===== src/rtl/hp_evt_pkg.sv =====
package hp_evt_pkg;
  localparam int NUM_EV   = 5;
  localparam int EV_PRS   = 0;
  localparam int EV_IPF   = 1;
  localparam int EV_BTN   = 2;
  localparam int EV_SNS   = 3;
  localparam int EV_CPF   = 4;
  localparam int EV_LSB   = 16;
  localparam int MASK_LSB = 24;
  localparam int NUM_MASK = 7;
  localparam int MSK_SNS_ERR = 5;
  localparam int MSK_CPF_ERR = 6;
  localparam int NUM_RAW  = 4;
  localparam int RAW_PRS0 = 0;
  localparam int RAW_PRS1 = 1;
  localparam int RAW_BTN  = 2;
  localparam int RAW_SNS  = 3;
  typedef logic [NUM_EV-1:0]   ev_vec_t;
  typedef logic [NUM_MASK-1:0] mask_vec_t;
endpackage


===== src/rtl/hp_sync.sv =====
module hp_sync #(
  parameter int W      = 4,
  parameter int STAGES = 2
) (
  input  logic         clk,
  input  logic         rst_n,
  input  logic [W-1:0] d_i,
  output logic [W-1:0] q_o
);
  logic [W-1:0] chain [STAGES];

  generate
    for (genvar s = 0; s < STAGES; s++) begin : g_stage
      always_ff @(posedge clk or negedge rst_n) begin
        if (!rst_n) chain[s] <= '0;
        else if (s == 0) chain[s] <= d_i;
        else chain[s] <= chain[(s == 0) ? 0 : s-1];
      end
    end
  endgenerate

  assign q_o = chain[STAGES-1];
endmodule


===== src/rtl/hp_evt_detect.sv =====
module hp_evt_detect
  import hp_evt_pkg::*;
#(
  parameter int STAGES = 2
) (
  input  logic               clk,
  input  logic               rst_n,
  input  logic [NUM_RAW-1:0] stat_s_i,
  input  logic               ipf_i,
  input  logic               cpf_i,
  output ev_vec_t            set_o
);
  localparam int ARM_CNT = STAGES + 1;
  localparam int CW      = $clog2(ARM_CNT + 1);

  logic [NUM_RAW-1:0] prev_q;
  logic [CW-1:0]      arm_cnt_q;
  logic               armed;
  logic [NUM_RAW-1:0] chg, rise;

  always_ff @(posedge clk or negedge rst_n) begin
    if (!rst_n) begin
      prev_q    <= '0;
      arm_cnt_q <= '0;
    end else begin
      prev_q <= stat_s_i;
      if (arm_cnt_q != CW'(ARM_CNT)) arm_cnt_q <= arm_cnt_q + 1'b1;
    end
  end

  assign armed = (arm_cnt_q == CW'(ARM_CNT));
  assign chg   = armed ? (stat_s_i ^ prev_q) : '0;
  assign rise  = armed ? (stat_s_i & ~prev_q) : '0;

  always_comb begin
    set_o         = '0;
    set_o[EV_PRS] = chg[RAW_PRS0] | chg[RAW_PRS1];
    set_o[EV_BTN] = rise[RAW_BTN];
    set_o[EV_SNS] = chg[RAW_SNS];
    set_o[EV_IPF] = ipf_i;
    set_o[EV_CPF] = cpf_i;
  end


  btn_fall_silent_chk: assert property (@(posedge clk) disable iff (!rst_n)
    (prev_q[RAW_BTN] && !stat_s_i[RAW_BTN]) |-> !set_o[EV_BTN]);


  hold_quiet_chk: assert property (@(posedge clk) disable iff (!rst_n)
    !armed |-> (set_o[EV_PRS] == 1'b0 && set_o[EV_SNS] == 1'b0));
endmodule


===== src/rtl/hp_evt_latch.sv =====
module hp_evt_latch
  import hp_evt_pkg::*;
(
  input  logic    clk,
  input  logic    rst_n,
  input  ev_vec_t set_i,
  input  ev_vec_t clr_i,
  output ev_vec_t evt_o
);
  ev_vec_t evt_q;

  always_ff @(posedge clk or negedge rst_n) begin
    if (!rst_n) evt_q <= '0;
    else        evt_q <= (evt_q & ~clr_i) | set_i;
  end

  assign evt_o = evt_q;


  set_wins_chk: assert property (@(posedge clk) disable iff (!rst_n)
    ((set_i & clr_i) != '0) |=> ((evt_o & $past(set_i & clr_i)) == $past(set_i & clr_i)));


  idle_hold_chk: assert property (@(posedge clk) disable iff (!rst_n)
    (set_i == '0 && clr_i == '0) |=> $stable(evt_o));
endmodule


===== src/rtl/hp_req_gate.sv =====
module hp_req_gate
  import hp_evt_pkg::*;
(
  input  logic      clk,
  input  logic      rst_n,
  input  ev_vec_t   evt_i,
  input  mask_vec_t mask_i,
  input  logic      serr_en_i,
  input  logic      fatal_en_i,
  output logic      irq_o,
  output logic      fatal_o
);
  ev_vec_t live;
  logic    err_src;

  assign live    = evt_i & ~mask_i[NUM_EV-1:0];
  assign irq_o   = |live;
  assign err_src = (evt_i[EV_CPF] & ~mask_i[MSK_CPF_ERR]) |
                   (evt_i[EV_SNS] & ~mask_i[MSK_SNS_ERR]);
  assign fatal_o = err_src & (serr_en_i | fatal_en_i);


  irq_needs_evt_chk: assert property (@(posedge clk) disable iff (!rst_n)
    irq_o |-> (evt_i != '0));


  fatal_needs_en_chk: assert property (@(posedge clk) disable iff (!rst_n)
    fatal_o |-> (serr_en_i || fatal_en_i));
endmodule


===== src/rtl/hp_slot_evt_latch.sv =====
module hp_slot_evt_latch
  import hp_evt_pkg::*;
#(
  parameter int SYNC_STAGES = 2
) (
  input  logic        clk,
  input  logic        rst_n,
  input  logic        btn_raw,
  input  logic        sns_raw,
  input  logic [1:0]  prsnt_raw,
  input  logic        iso_fault_pulse,
  input  logic        conn_fault_pulse,
  input  logic        serr_en,
  input  logic        fatal_en,
  input  logic        wr_en,
  input  logic [3:0]  wr_be,
  input  logic [31:0] wr_data,
  output logic [31:0] rd_data,
  output logic        irq,
  output logic        fatal_req
);
  localparam int EV_BYTE   = EV_LSB / 8;
  localparam int MASK_BYTE = MASK_LSB / 8;

  logic [NUM_RAW-1:0] raw_vec, stat_s;
  ev_vec_t            set_vec, clr_vec, evt;
  mask_vec_t          mask_q;

  always_comb begin
    raw_vec           = '0;
    raw_vec[RAW_PRS0] = prsnt_raw[0];
    raw_vec[RAW_PRS1] = prsnt_raw[1];
    raw_vec[RAW_BTN]  = btn_raw;
    raw_vec[RAW_SNS]  = sns_raw;
  end

  hp_sync #(.W(NUM_RAW), .STAGES(SYNC_STAGES)) u_sync (
    .clk(clk), .rst_n(rst_n), .d_i(raw_vec), .q_o(stat_s));

  hp_evt_detect #(.STAGES(SYNC_STAGES)) u_det (
    .clk(clk), .rst_n(rst_n), .stat_s_i(stat_s),
    .ipf_i(iso_fault_pulse), .cpf_i(conn_fault_pulse), .set_o(set_vec));

  assign clr_vec = (wr_en && wr_be[EV_BYTE]) ? wr_data[EV_LSB +: NUM_EV] : '0;

  hp_evt_latch u_lat (
    .clk(clk), .rst_n(rst_n), .set_i(set_vec), .clr_i(clr_vec), .evt_o(evt));

  always_ff @(posedge clk or negedge rst_n) begin
    if (!rst_n) mask_q <= '1;
    else if (wr_en && wr_be[MASK_BYTE]) mask_q <= wr_data[MASK_LSB +: NUM_MASK];
  end

  hp_req_gate u_gate (
    .clk(clk), .rst_n(rst_n), .evt_i(evt), .mask_i(mask_q),
    .serr_en_i(serr_en), .fatal_en_i(fatal_en), .irq_o(irq), .fatal_o(fatal_req));

  always_comb begin
    rd_data = '0;
    rd_data[EV_LSB +: NUM_EV]     = evt;
    rd_data[MASK_LSB +: NUM_MASK] = mask_q;
  end


  rsvd_zero_chk: assert property (@(posedge clk) disable iff (!rst_n)
    (rd_data[31] == 1'b0 && rd_data[23:21] == 3'b0 && rd_data[15:0] == 16'h0));


  mask_keeps_evt_chk: assert property (@(posedge clk) disable iff (!rst_n)
    (wr_en && wr_be[MASK_BYTE] && !wr_be[EV_BYTE]) |=>
      ((rd_data[20:16] & ~$past(rd_data[20:16])) == '0 || $past(set_vec) != '0));
endmodule


===== config.mk =====
export PLATFORM = sky130hd
export DESIGN_NAME = hp_slot_evt_latch
export DESIGN_NICKNAME = d
export VERILOG_FILES = /design/src/rtl/hp_evt_pkg.sv /design/src/rtl/hp_sync.sv /design/src/rtl/hp_evt_detect.sv /design/src/rtl/hp_evt_latch.sv /design/src/rtl/hp_req_gate.sv /design/src/rtl/hp_slot_evt_latch.sv
export SDC_FILE = /design/constraint.sdc
export NUM_CORES = 1
export LEC_CHECK = 0
export BUFFER_PORTS_ARGS = -buffer_cell sky130_fd_sc_hd__buf_2
export CAP_MARGIN = 20
export CORE_MARGIN = 5
export CORE_UTILIZATION = 42
export CTS_CLUSTER_SIZE = 25
export DETAILED_ROUTE_END_ITERATION = 16
export GPL_TIMING_DRIVEN = 0
export PLACE_DENSITY = 0.89
export SETUP_SLACK_MARGIN = 0.05
export SYNTH_ARGS = -nofsm -noshare
export SYNTH_HDL_FRONTEND = slang
export SYNTH_SLANG_ARGS = --single-unit

===== constraint.sdc =====
create_clock -name clk -period 1.74 [get_ports clk]
set_input_delay 0.174 -clock clk [delete_from_list [all_inputs] [get_ports clk]]
set_output_delay 0.174 -clock clk [all_outputs]
set_load 0.02 [all_outputs]

[Word-level counts from Yosys, hierarchy flattened]
Cells that the tools add are included.
Word-level totals
  flip-flop bits (word level): 26
  input port bits: 47
  output and inout bits: 34
  logic and storage cells: 31
Operators by class
  add/subtract/negate cells: 1
  equal/unequal tests: 2
  multiplexer cells: 3
  bitwise gates (word level): 16
  reduce and logical (&&, ||, !) cells: 3
Operator list (count)
  5-bit AND: 2
  5-bit inverter: 2
  5-bit two-way mux: 1
  5-bit OR: 1
  5-bit OR reduction: 1
  4-bit two-way mux: 1
  4-bit XOR: 1
  1-bit AND: 3
  3-bit AND: 1
  3-bit two-way mux: 1
  3-bit inverter: 1
  1-bit OR: 3
  2-bit by 1-bit adder with 2-bit output, second input constant: 1
  2-bit equality test, second input constant: 1
  1-bit logical AND: 2
  2-bit inequality test, second input constant: 1
  1-bit inverter: 2

[Longest topological paths before layout]
  depth after elaboration: 5
  gate-level depth with buffers: 3
  depth with buffers taken out: 3

[Modules after synthesis]
From an unflattened synthesis, not the netlist that was laid out.
Unflattened totals
  cells, all modules: 96
  area total of the unflattened synthesis: 1183.6 um2
Modules (own cells, without submodules)
  hp_slot_evt_latch: instances 1, cells each 41, area each 460.4 um2, seq. area each 183.9 um2
  hp_evt_detect: instances 1, cells each 17, area each 252.7 um2, seq. area each 150.1 um2
  hp_sync: instances 1, cells each 12, area each 230.2 um2, seq. area each 200.2 um2
  hp_evt_latch: instances 1, cells each 15, area each 181.4 um2, seq. area each 125.1 um2
  hp_req_gate: instances 1, cells each 11, area each 58.8 um2, seq. area each 0.0 um2

[Least setup slack after synthesis]
Ideal clock, no wire load.
  path kind: reg2out
  start: register mask_q[0]
  end: output irq
  arrival: 1226 ps
  data required time: 1566 ps
  slack: 340 ps
  stages on the path, launching flop included: 4
  buffers on the path: 0
  cells stage by stage: dfstp_2 inv_1 a222oi_1 o221ai_1
On the way
  cells in the longest elaborated chain, start to end: 3
Ends and longest elaborated chain
  start: declaration: RTL line hp_slot_evt_latch.sv:27  | mask_vec_t mask_q;
  start signal: assignment: RTL line hp_slot_evt_latch.sv:51  | else if (wr_en && wr_be[MASK_BYTE]) mask_q <= wr_data[MASK_LSB +: NUM_MASK];
  5-bit inverter: RTL line hp_req_gate.sv:16  | assign live = evt_i & ~mask_i[NUM_EV-1:0];
  5-bit AND: RTL line hp_req_gate.sv:16
  5-bit OR reduction: RTL line hp_req_gate.sv:17  | assign irq_o = |live;
  end: declaration: RTL line hp_slot_evt_latch.sv:19  | output logic irq,
No other way between the ends.

[Worst setup path after layout]
Same ends and word-level chain as after synthesis.

==> flow_metrics.py <==
metrics = {
    "synthesis": {
        "synth_flop_cell": "dfrtp_1",
        "ys_types": 21,
        "synth.avg_cell_area_sq_um": 12.9,
        "synth_cells": 85,
        "synth_edf_count": 0,
        "async_flop_share": 1.00,
        "syn_area_sq_um": 1100,
        "synth-seq-cells": 26,
        "yosysSeqAreaShare": 0.602,
        "yosys.area.top_type": "dfrtp_1",
        "synth.area.top_cells": "dfrtp_1 43%, dfstp_2 17%, buf_4 14%, mux2_2 8.2%, xor2_1 2.4%",
        "yosysWarnings": 0,
        "synth_top_area_frac": 0.434,
    },
    "routing": {
        "remaining_drc_errors": 0,
        "wl_mm": 2.10,
        "vias_per_cell": 4.19,
        "drtIter0Drc": 22,
        "via_count": 766,
        "wl_per_cell_um": 11.5,
        "dr.pass1.iters": 4,
        "antenna_left": 0,
    },
    "power_and_ir_drop": {
        "seqPwrFrac": 0.545,
        "p_sw_w": 0.000348,
        "pwr-share-comb": 0.228,
        "p_leak_nw": 0.784,
        "vdd_drop_max_v": 0.000548,
        "clock_power_share": 0.227,
        "p_int_w": 0.000926,
        "p_per_area_nw_per_um2": 850,
        "p_sw_frac": 0.273,
    },
    "timing": {
        "min_period_ps": 1790,
        "finalHoldViolations": 0,
        "worst_slack_ps": -53.3,
        "tightest_slew_ps": 550,
        "fin_worst_skew_ps": 11.6,
        "period_share": 1.03,
        "slew_headroom": 0.634,
        "tns_ps": -53.3,
        "maxSlewViolCount": 0,
        "rsz0062_at_grt": "true",
        "fmax_ghz": 0.558,
        "setup_violations": 1,
    },
    "final_layout": {
        "mostFrequentLayoutCell": "buf_2",
        "final_layout_size_suffix_gt1_frac": 0.529,
        "n_fill_cell": 212,
        "final_cell_mix": "37 x buf_2, 23 x buf_4, 20 x conb_1",
        "diodes": 0,
        "area_delta_synth_final_pct": 36.8,
        "finish.instance_area_sq_um": 1500,
        "nets": 202,
    },
    "die": {
        "pin_count": 81,
        "rows": 18,
        "core-area_sq_um": 2480,
        "initial_core_util": 0.442,
        "die-area_sq_um": 3730,
        "die_width_um": 61.1,
        "die_h_um": 61.1,
    },
    "global_route": {
        "antenna_found_initial": 0,
        "grt_overflow": 0,
        "grt_max_degree": 27,
        "grt_first_pass_wirelength_mm": 3.17,
        "grt_usage": 0.115,
        "first_global_vias": 756,
    },
    "clocking": {
        "cts_made_buffers": 3,
        "clock-sinks": 26,
        "cts.htree.levels": 1,
        "cts-root-buf": "clkbuf_4",
        "clk_pin_slew_ps": 140,
        "clk_latency_ps": 310,
        "cts_tree": "done",
        "cts.path.max_buffers": 2,
    },
    "worst_setup_path": {
        "start_kind": "flop",
        "path_max_fanout": 2,
        "crit_type": "reg2out",
        "crit_buf_inv": 2,
        "critPathTopFamily": "flip-flops",
        "r2r_cells": 2,
        "required_ps": 1570,
        "worst_r2r_endpoint": "u_det.arm_cnt_q[1]",
        "crit_slowest_cell": "dfstp_2",
        "critical_path.max_stage_delay_ps": 560,
        "crit_chain": "inv_2 > a222oi_1 > o221ai_1 > buf_4",
        "r2r_slack_ps": 610,
        "arrival_ps": 1620,
        "end_kind": "output port",
        "r2r-start": "u_det.arm_cnt_q[0]",
    },
    "place": {
        "dpl.hpwl_mm": 1.70,
        "place_area_sq_um": 1400,
        "gp_congestion": 0.744,
        "port_buffers": 38,
    },
    "hold_path": {
        "hp-class": "in2reg",
        "min_path_cells": 2,
        "worstHoldEndpoint": "u_lat.evt_o[4]",
        "hold_start": "conn_fault_pulse",
    },
    "job": {
        "maxCapViolations": 0,
    },
    "run_status": {
        "outcome": "complete, but fails checks",
        "violations": "setup timing",
    },
}
[per-stage QoR]
step	power [W]	utilization	setup WS, ps	hold WS, ps	cells
after floorplan	0.000883	-	340	-122	104
after global placement	0.000967	0.563	253	174	172
after detailed placement	0.000978	0.563	247	190	172
after CTS	0.00129	0.605	-90.5	42.8	183
after global routing	0.00135	0.605	-147	37.5	183
final	0.00127	0.605	-53.3	44.5	183
[sequential cells by signal (all words and copies together), names as in the netlist]
name             count
u_lat.evt_o          5
u_det.prev_q         4
u_sync.chain         4
u_sync.q_o           4
u_det.arm_cnt_q      2
mask_q               7
[cells by family (layout without fill, tap and decap cells)]
logic type	count (synthesis)	count (layout)	synth area share
compound gates	8	8	0.0571
fa+ha+maj	1	1	0.0114
simple gates	11	11	0.0548
mux	8	8	0.0822
other cells	1	20	0.00342
buf+inv	26	75	0.158
xor+xnor	4	4	0.0320
flops	26	26	0.602
[worst max path at each step]
stage	from	end	slack [ps]	cells past startpoint
finish	mask_q[0]	irq	-50	4
CTS	mask_q[0]	irq	-90	4
floorplan	mask_q[0]	irq	340	3
detailed placement	mask_q[0]	irq	250	4
global placement	mask_q[0]	irq	250	4
global route	mask_q[0]	irq	-150	4
[metal layers]
layer,part of all wire,GRT usage
met1,0.37,0.131
met2,0.48,0.213
met5,0,0
met4,0.010,0.0372
met3,0.14,0.0231
[timing repair]
action / 4_1_cts / 5_1_grt
setup endpoints to repair: 1 / 1
resized for setup: 2 / 0
buffers inserted: 2 / 0
endpoints found under the hold margin: 23 / 0
hold buffers: 5 / 0
pin swaps: 1 / 1
[final cells by class]
type,instances,area [sq um],share of cell area
clock buffers,4,36.3,0.0242
inverters,6,22.5,0.0150
repair buffers,45,258,0.172
plain buffers,20,150,0.100
well taps,30,37.5,0.0250
flip-flops and latches,26,659,0.440
multi-input cells,52,335,0.224
[synth_stat cells, drive strengths merged, types with 2 or more instances]
library cell   n
buf           20
dfrtp         19
mux2           8
dfstp          7
inv            6
nand3          5
nand2          3
xor2           3
a21o           2
nand2b         2
[power by group through the flow]
stage | sequential [W] | combinational (W) | clock, W
6_report | 0.000695 | 0.000290 | 0.000289
5_1_grt | 0.000703 | 0.000314 | 0.000332
4_1_cts | 0.000697 | 0.000291 | 0.000301
3_5_place_dp | 0.000710 | 0.000268 | 0
3_3_place_gp | 0.000705 | 0.000262 | 0
2_1_floorplan | 0.000746 | 0.000137 | 0
Power figures use the tool's default switching activity.
